$ cat src/rtl/iau_pkg.sv
package iau_pkg;

   typedef enum logic [0:0] {
      ACK_IDLE = 1'b0,
      ACK_WAIT = 1'b1
   } ack_state_e;

endpackage

$ cat src/rtl/iau_level_cmp.sv
module iau_level_cmp #(
   parameter int LVL_W  = 3,
   parameter bit NMI_EN = 1'b1
) (
   input  logic [LVL_W-1:0] req_lvl_i,
   input  logic [LVL_W-1:0] cur_lvl_i,
   output logic             wins_o
);

   localparam logic [LVL_W-1:0] TOP_LVL = {LVL_W{1'b1}};

   logic above;
   assign above = (req_lvl_i > cur_lvl_i);

   generate
      if (LVL_W < 1) begin : g_bad_width
         $error("iau_level_cmp: LVL_W must be at least 1");
      end
      if (NMI_EN) begin : g_nmi
         assign wins_o = above || (req_lvl_i == TOP_LVL);
      end else begin : g_plain
         assign wins_o = above;
      end
   endgenerate

endmodule

$ cat src/rtl/iau_save_stack.sv
module iau_save_stack #(
   parameter int DEPTH = 8,
   parameter int EW    = 32
) (
   input  logic          clk,
   input  logic          rst_n,
   input  logic          push_i,
   input  logic          pop_i,
   input  logic [EW-1:0] push_data_i,
   output logic [EW-1:0] top_data_o,
   output logic          full_o,
   output logic          empty_o
);

   localparam int IW = (DEPTH > 1) ? $clog2(DEPTH) : 1;
   localparam int PW = $clog2(DEPTH + 1);

   generate
      if (DEPTH < 1) begin : g_bad_depth
         $error("iau_save_stack: DEPTH must be at least 1");
      end
   endgenerate

   logic [EW-1:0] mem [DEPTH];
   logic [PW-1:0] cnt_q;

   assign full_o     = (cnt_q == PW'(DEPTH));
   assign empty_o    = (cnt_q == '0);
   assign top_data_o = mem[IW'(cnt_q - 1'b1)];

   always_ff @(posedge clk or negedge rst_n) begin
      if (!rst_n) begin
         cnt_q <= '0;
      end else if (push_i && !full_o) begin
         cnt_q <= cnt_q + 1'b1;
      end else if (pop_i && !empty_o) begin
         cnt_q <= cnt_q - 1'b1;
      end
   end

   always_ff @(posedge clk) begin
      if (push_i && !full_o) begin
         mem[IW'(cnt_q)] <= push_data_i;
      end
   end


   no_push_full_chk: assert property (@(posedge clk) disable iff (!rst_n)
      !(push_i && full_o));


   no_pop_empty_chk: assert property (@(posedge clk) disable iff (!rst_n)
      !(pop_i && empty_o));

endmodule

$ cat src/rtl/iau_ack_seq.sv
module iau_ack_seq
   import iau_pkg::*;
#(
   parameter int LVL_W   = 3,
   parameter int AW      = 16,
   parameter int VW      = 8,
   parameter int ACK_TMO = 16
) (
   input  logic             clk,
   input  logic             rst_n,
   input  logic             start_i,
   input  logic [LVL_W-1:0] lvl_i,
   input  logic             dev_ready_i,
   input  logic [VW-1:0]    dev_vector_i,
   input  logic [AW-1:0]    vec_base_i,
   output logic             busy_o,
   output logic             iack_o,
   output logic [LVL_W-1:0] iack_addr_o,
   output logic             done_o,
   output logic [AW-1:0]    handler_pc_o,
   output logic             bus_err_o
);

   localparam int TW = $clog2(ACK_TMO + 1);

   generate
      if (ACK_TMO < 2) begin : g_bad_tmo
         $error("iau_ack_seq: ACK_TMO must be at least 2");
      end
      if (VW > AW) begin : g_bad_vw
         $error("iau_ack_seq: vector wider than address");
      end
   endgenerate

   ack_state_e       st_q;
   logic [TW-1:0]    tmr_q;
   logic [LVL_W-1:0] lvl_q;

   assign busy_o      = (st_q == ACK_WAIT);
   assign iack_o      = busy_o;
   assign iack_addr_o = lvl_q;

   always_ff @(posedge clk or negedge rst_n) begin
      if (!rst_n) begin
         st_q         <= ACK_IDLE;
         tmr_q        <= '0;
         lvl_q        <= '0;
         done_o       <= 1'b0;
         bus_err_o    <= 1'b0;
         handler_pc_o <= '0;
      end else begin
         done_o    <= 1'b0;
         bus_err_o <= 1'b0;
         unique case (st_q)
            ACK_IDLE: begin
               if (start_i) begin
                  st_q  <= ACK_WAIT;
                  lvl_q <= lvl_i;
                  tmr_q <= '0;
               end
            end
            ACK_WAIT: begin
               if (dev_ready_i) begin
                  st_q         <= ACK_IDLE;
                  done_o       <= 1'b1;
                  handler_pc_o <= vec_base_i + AW'(dev_vector_i);
               end else if (tmr_q == TW'(ACK_TMO - 1)) begin
                  st_q      <= ACK_IDLE;
                  bus_err_o <= 1'b1;
               end else begin
                  tmr_q <= tmr_q + 1'b1;
               end
            end
            default: st_q <= ACK_IDLE;
         endcase
      end
   end


   ack_addr_hold_chk: assert property (@(posedge clk) disable iff (!rst_n)
      (iack_o && $past(iack_o)) |-> $stable(iack_addr_o));


   done_after_ack_chk: assert property (@(posedge clk) disable iff (!rst_n)
      done_o |-> ($past(iack_o) && !iack_o));


   err_after_ack_chk: assert property (@(posedge clk) disable iff (!rst_n)
      bus_err_o |-> ($past(iack_o) && !$past(dev_ready_i) && !done_o));

endmodule

$ cat src/rtl/iau_accept_unit.sv
module iau_accept_unit #(
   parameter int           LVL_W   = 3,
   parameter int           SW_W    = 16,
   parameter int           LVL_LSB = 8,
   parameter int           SUP_BIT = 13,
   parameter int           AW      = 16,
   parameter int           VW      = 8,
   parameter int           DEPTH   = 8,
   parameter int           ACK_TMO = 16,
   parameter bit           NMI_EN  = 1'b1,
   parameter logic [15:0]  RST_SR  = 16'h0000
) (
   input  logic             clk,
   input  logic             rst_n,
   input  logic [LVL_W-1:0] irq_level_i,
   input  logic             insn_boundary_i,
   input  logic [AW-1:0]    pc_i,
   input  logic             rte_i,
   input  logic             sr_wr_i,
   input  logic [SW_W-1:0]  sr_wdata_i,
   input  logic [AW-1:0]    vec_base_i,
   input  logic             dev_ready_i,
   input  logic [VW-1:0]    dev_vector_i,
   output logic [SW_W-1:0]  sr_o,
   output logic             iack_o,
   output logic [LVL_W-1:0] iack_addr_o,
   output logic             handler_valid_o,
   output logic [AW-1:0]    handler_pc_o,
   output logic             bus_err_o,
   output logic             restore_valid_o,
   output logic [AW-1:0]    restore_pc_o,
   output logic             ovf_err_o
);

   localparam int EW = AW + SW_W;

   generate
      if (LVL_LSB + LVL_W > SW_W) begin : g_bad_lvl
         $error("iau_accept_unit: level field outside status word");
      end
      if (SUP_BIT >= SW_W) begin : g_bad_sup
         $error("iau_accept_unit: supervisor bit outside status word");
      end
      if ((SUP_BIT >= LVL_LSB) && (SUP_BIT < LVL_LSB + LVL_W)) begin : g_overlap
         $error("iau_accept_unit: supervisor bit overlaps level field");
      end
   endgenerate

   logic [SW_W-1:0]  sr_q;
   logic [LVL_W-1:0] cur_lvl;
   logic             wins;
   logic             busy;
   logic             can_take;
   logic             accept;
   logic             rte_go;
   logic             stk_full;
   logic             stk_empty;
   logic [EW-1:0]    stk_top;
   logic [EW-1:0]    stk_push_data;
   logic [SW_W-1:0]  sr_taken;

   assign cur_lvl = sr_q[LVL_LSB +: LVL_W];
   assign sr_o    = sr_q;

   iau_level_cmp #(
      .LVL_W  (LVL_W),
      .NMI_EN (NMI_EN)
   ) u_cmp (
      .req_lvl_i (irq_level_i),
      .cur_lvl_i (cur_lvl),
      .wins_o    (wins)
   );

   assign can_take      = insn_boundary_i && !busy && !rte_i && wins;
   assign accept        = can_take && !stk_full;
   assign rte_go        = rte_i && !busy && !stk_empty;
   assign stk_push_data = {pc_i, sr_q};

   always_comb begin
      sr_taken                        = sr_q;
      sr_taken[LVL_LSB +: LVL_W]      = irq_level_i;
      sr_taken[SUP_BIT]               = 1'b1;
   end

   iau_save_stack #(
      .DEPTH (DEPTH),
      .EW    (EW)
   ) u_stack (
      .clk         (clk),
      .rst_n       (rst_n),
      .push_i      (accept),
      .pop_i       (rte_go),
      .push_data_i (stk_push_data),
      .top_data_o  (stk_top),
      .full_o      (stk_full),
      .empty_o     (stk_empty)
   );

   iau_ack_seq #(
      .LVL_W   (LVL_W),
      .AW      (AW),
      .VW      (VW),
      .ACK_TMO (ACK_TMO)
   ) u_ack (
      .clk          (clk),
      .rst_n        (rst_n),
      .start_i      (accept),
      .lvl_i        (irq_level_i),
      .dev_ready_i  (dev_ready_i),
      .dev_vector_i (dev_vector_i),
      .vec_base_i   (vec_base_i),
      .busy_o       (busy),
      .iack_o       (iack_o),
      .iack_addr_o  (iack_addr_o),
      .done_o       (handler_valid_o),
      .handler_pc_o (handler_pc_o),
      .bus_err_o    (bus_err_o)
   );

   always_ff @(posedge clk or negedge rst_n) begin
      if (!rst_n) begin
         sr_q            <= SW_W'(RST_SR);
         restore_valid_o <= 1'b0;
         restore_pc_o    <= '0;
         ovf_err_o       <= 1'b0;
      end else begin
         restore_valid_o <= rte_go;
         ovf_err_o       <= can_take && stk_full;
         if (rte_go) begin
            restore_pc_o <= stk_top[EW-1 -: AW];
         end
         if (accept) begin
            sr_q <= sr_taken;
         end else if (rte_go) begin
            sr_q <= stk_top[SW_W-1:0];
         end else if (sr_wr_i) begin
            sr_q <= sr_wdata_i;
         end
      end
   end


   take_at_boundary_chk: assert property (@(posedge clk) disable iff (!rst_n)
      $rose(iack_o) |-> $past(insn_boundary_i));


   level_raised_chk: assert property (@(posedge clk) disable iff (!rst_n)
      $rose(iack_o) |-> (sr_q[LVL_LSB +: LVL_W] == iack_addr_o && sr_q[SUP_BIT]));


   ovf_no_ack_chk: assert property (@(posedge clk) disable iff (!rst_n)
      ovf_err_o |-> ($stable(sr_q) && !$rose(iack_o)));


   restore_excl_chk: assert property (@(posedge clk) disable iff (!rst_n)
      restore_valid_o |-> !$rose(iack_o));

endmodule

$ cat config.mk
export PLATFORM = sky130hd
export DESIGN_NAME = iau_accept_unit
export DESIGN_NICKNAME = d
export VERILOG_FILES = /design/src/rtl/iau_pkg.sv /design/src/rtl/iau_level_cmp.sv /design/src/rtl/iau_save_stack.sv /design/src/rtl/iau_ack_seq.sv /design/src/rtl/iau_accept_unit.sv
export SDC_FILE = /design/constraint.sdc
export NUM_CORES = 1
export LEC_CHECK = 0
export BUFFER_PORTS_ARGS = -buffer_cell sky130_fd_sc_hd__buf_2
export CAP_MARGIN = 20
export CORE_ASPECT_RATIO = 1.25
export CORE_MARGIN = 5
export CORE_UTILIZATION = 35
export DETAILED_ROUTE_END_ITERATION = 8
export HOLD_SLACK_MARGIN = 0.06
export PLACE_DENSITY = 0.56
export SETUP_SLACK_MARGIN = 0.05
export SLEW_MARGIN = 20
export SYNTH_ARGS = -nofsm -noshare
export SYNTH_HDL_FRONTEND = slang
export SYNTH_HIERARCHICAL = 1
export SYNTH_SLANG_ARGS = --single-unit
$ cat constraint.sdc
create_clock -name clk -period 4.8 [get_ports clk]
set_input_delay 0 -clock clk [delete_from_list [all_inputs] [get_ports clk]]
set_output_delay 0 -clock clk [all_outputs]
set_load 0.005 [all_outputs]
==> metrics.md <==
| Metric | Value |
|---|---|
| Status | finished clean |
| GPL Wtd Cong | 0.772 |
| VDD IR max | 0.351 mV |
| Yosys reg bits | 321 |
| CTS tree | yes |
| Synth top area share | 57.1% |
| Syn avg cell area | 19.3 µm² |
| Post-Syn Area | 13500 µm² |
| Initial Utilization | 35.3% |
| Setup crit end kind | flop |
| DR pass1 iterations | 4 |
| TritonCTS buffer count | 35 |
| Slew HR | 29.7% |
| Setup bufs post-CTS | 0 |
| Post-synth top area cell | edfxtp_1 |
| Final instance area | 16400 µm² |
| Post-synth EDFFs | 256 |
| WL per Instance | 19.4 µm |
| Met2 routed WL | 13200 µm |
| Synthesis Warnings | 6 |
| Final hold violation count | 0 |
| Die area | 42500 µm² |
| Pin count of the biggest net entering global routing | 56 |
| Final ANT Viol Nets | 0 |
| Wire length of the first global-routing pass | 43400 µm |
| Metal3 WL | 1520 µm |
| Max Clk Rate | 303 MHz |
| Clk_skew | 18.3 ps |
| Detailed-route via count | 7021 |
| CTS max path bufs | 3 |
| Clock-pin slew on the worst setup and hold paths | 60 ps |
| Placed cell area | 14500 µm² |
| Die Y | 229 µm |
| Final HPWL DP | 16200 µm |
| Unrepaired setup endpoints after global routing | no |
| Vias in the first global route | 7456 |
| Synth-to-Final Area Change | 21.7% |
| Clk sinks | 321 |
| Sequential area share after synthesis | 69.2% |
| Sequential Area | 9320 µm² |
| Setup TNS | 0 ps |
| Total Routing Usage GR | 13.1% |
| Final-report max-slew violation count | 0 |
| Worst-Margin Slew | 1050 ps |
| Setup Crit Path Kind | flop to flop |
| Grt ovf | 0 |
| DR top layer | met4 |
| Drt via density | 4.93 |
| Antenna cells | 0 |
| Die Wd | 185 µm |
| Final setup vio count | 0 |
| CP required | 5180 ps |
| Hold buffers post-CTS | 77 |
| Ys async rst share | 20.2% |
| Cells after synthesis | 697 |
| Power Dens Cells | 576 nW/µm² |
| Tmin final | 3300 ps |
| CTS root buffer | clkbuf_16 |
| NumNets Final | 988 |
| CP arrival | 3670 ps |
| Post-Syn Nets | 778 |
| Rows | 80 |
| WL final | 27600 µm |
| Top cells by area, synth | edfxtp_1, dfrtp_1, mux4_1 |
| Layout cells sized above 1 | 29.4% |
| # Max-Cap Violations | 0 |
| Port Buffer Count | 120 |
| H-tree Lvls | 2 |
| PostCTS Resize Cnt | 0 |
| Initial antenna violation count | 0 |
| Top fanout value on the critical path | 33 |
| Top Ports | 121 |
| FILL cells | 3361 |
| Worst Setup Start Kind | flop |
| Initial DRC count | 391 |
| Pleak | 6.04 nW |
| Clock Latency Late Sink | 520 ps |
| Most frequent cells in the layout | edfxtp_1, buf_2, dlygate4sd3_1, dfrtp_1, mux2_2 |
| Worst min-delay path category | input port to flop |
| Multi-input gate area | 3850 µm² |
| Core area | 38100 µm² |
| Wire length on met1 | 12500 µm |
| Yosys cell types | 58 |
| Most common cell after layout, fill and taps aside | edfxtp_1 |
| Final Cycle Share | 68.7% |
| Top FF cell, synth | edfxtp_1 |
| DRC | 0 |
flip-flops by register name (all words and copies together) (netlist names):
| register | flops |
|---|---|
| u_ack/tmr_q | 5 |
| u_stack/cnt_q | 4 |
| u_ack/done_o | 1 |
| ovf_err_o | 1 |
| restore_valid_o | 1 |
| sr_o | 16 |
| u_ack/busy_o | 1 |
| u_ack/bus_err_o | 1 |
| u_stack/mem | 256 |
| restore_pc_o | 16 |
| u_ack/handler_pc_o | 16 |
| u_ack/iack_addr_o | 3 |
area by class of cell:
cell class	count	share of cell area [%]
tap	492	3.76
timing repair buffer	208	8.95
clock buffer	49	5.86
multi-input combinational	327	23.5
inverter	14	0.321
clock inverter	14	0.771
sequential	321	56.9
critical path, cell delays in order, from the launching register on:
cell and delay (ps):
dfrtp_4 590, inv_1 170, ha_2 290, nand2b_1 260
nor2_1 160, nor3_4 260, and4_2 990, a21oi_1 120
o21ai_0 220, o31ai_1 90
worst paths after layout:
| kind | start | to | slack [ps] | cells past startpoint |
|---|---|---|---|---|
| setup reg to reg | u_stack/cnt_q[0] | u_stack/cnt_q[3] | 1500 | 9 |
| min in group asynchronous | rst_n | restore_pc_o[10] | 510 | 4 |
| hold / removal | dev_vector_i[7] | u_ack/handler_pc_o[8] | 90 | 6 |
| max in group asynchronous | rst_n | u_stack/cnt_q[0] | 3520 | 4 |
| hold reg to reg | u_ack/handler_pc_o[6] | u_ack/handler_pc_o[6] | 480 | 2 |
| setup / recovery | u_stack/cnt_q[0] | u_stack/cnt_q[3] | 1500 | 9 |
kinds of logic after synthesis:
group | Yosys count | share of synthesized area, %
AOI/OAI and AO/OA | 72 | 3.77
xor gates and xnor gates | 14 | 0.911
adders and majority gates | 16 | 1.54
buffers and inverters | 49 | 2.55
DFF | 321 | 69.2
muxes | 143 | 18.8
and+or+nand+nor | 82 | 3.22
metal layers:
layer	track usage (%)	vias to the layer above
li1	-	3248
met1	18.2	3581
met2	21.0	162
met3	3.03	30
met4	3.21	0
met5	0	-
power breakdown:
part           internal (W)  switching (W)
clock               0.00151        0.00105
sequential          0.00354       0.000359
combinational       0.00159        0.00139
total               0.00664        0.00280
cells in the mapped netlist (all sizes together), types with 2 or more instances:
cell type and instances:
dfrtp 65, a21oi 14, nand3 7, mux4 64, o31ai 3, nand2b 2
o2bb2ai 12, nor3 4, dlygate4sd1 4, and2 12, xnor2 7, edfxtp 256
and3 6, and4 2, buf 22, nor2 14, clkbuf 8, o22ai 4
ha 15, a21boi 3, xor2 7, o21ai 21, nor2b 3, nand4 3
nand2 26, mux2i 14, a21o 3, mux2 65, inv 14
stage by stage:
step                hold slack [ps]  instances  util, %  total power [W]  worst slack (ps)
detailed placement            -70.2       1285     38.1          0.00694              1520
global route                    113       1425     43.0           0.0100              1190
CTS                            62.7       1425     43.0          0.00961              1510
global placement              -71.3       1285     38.1          0.00692              1520
floorplan                      -296        697        -          0.00608               581
finish                         92.6       1425     43.0          0.00944              1500
No activity file was read; power rests on OpenSTA's default activity.
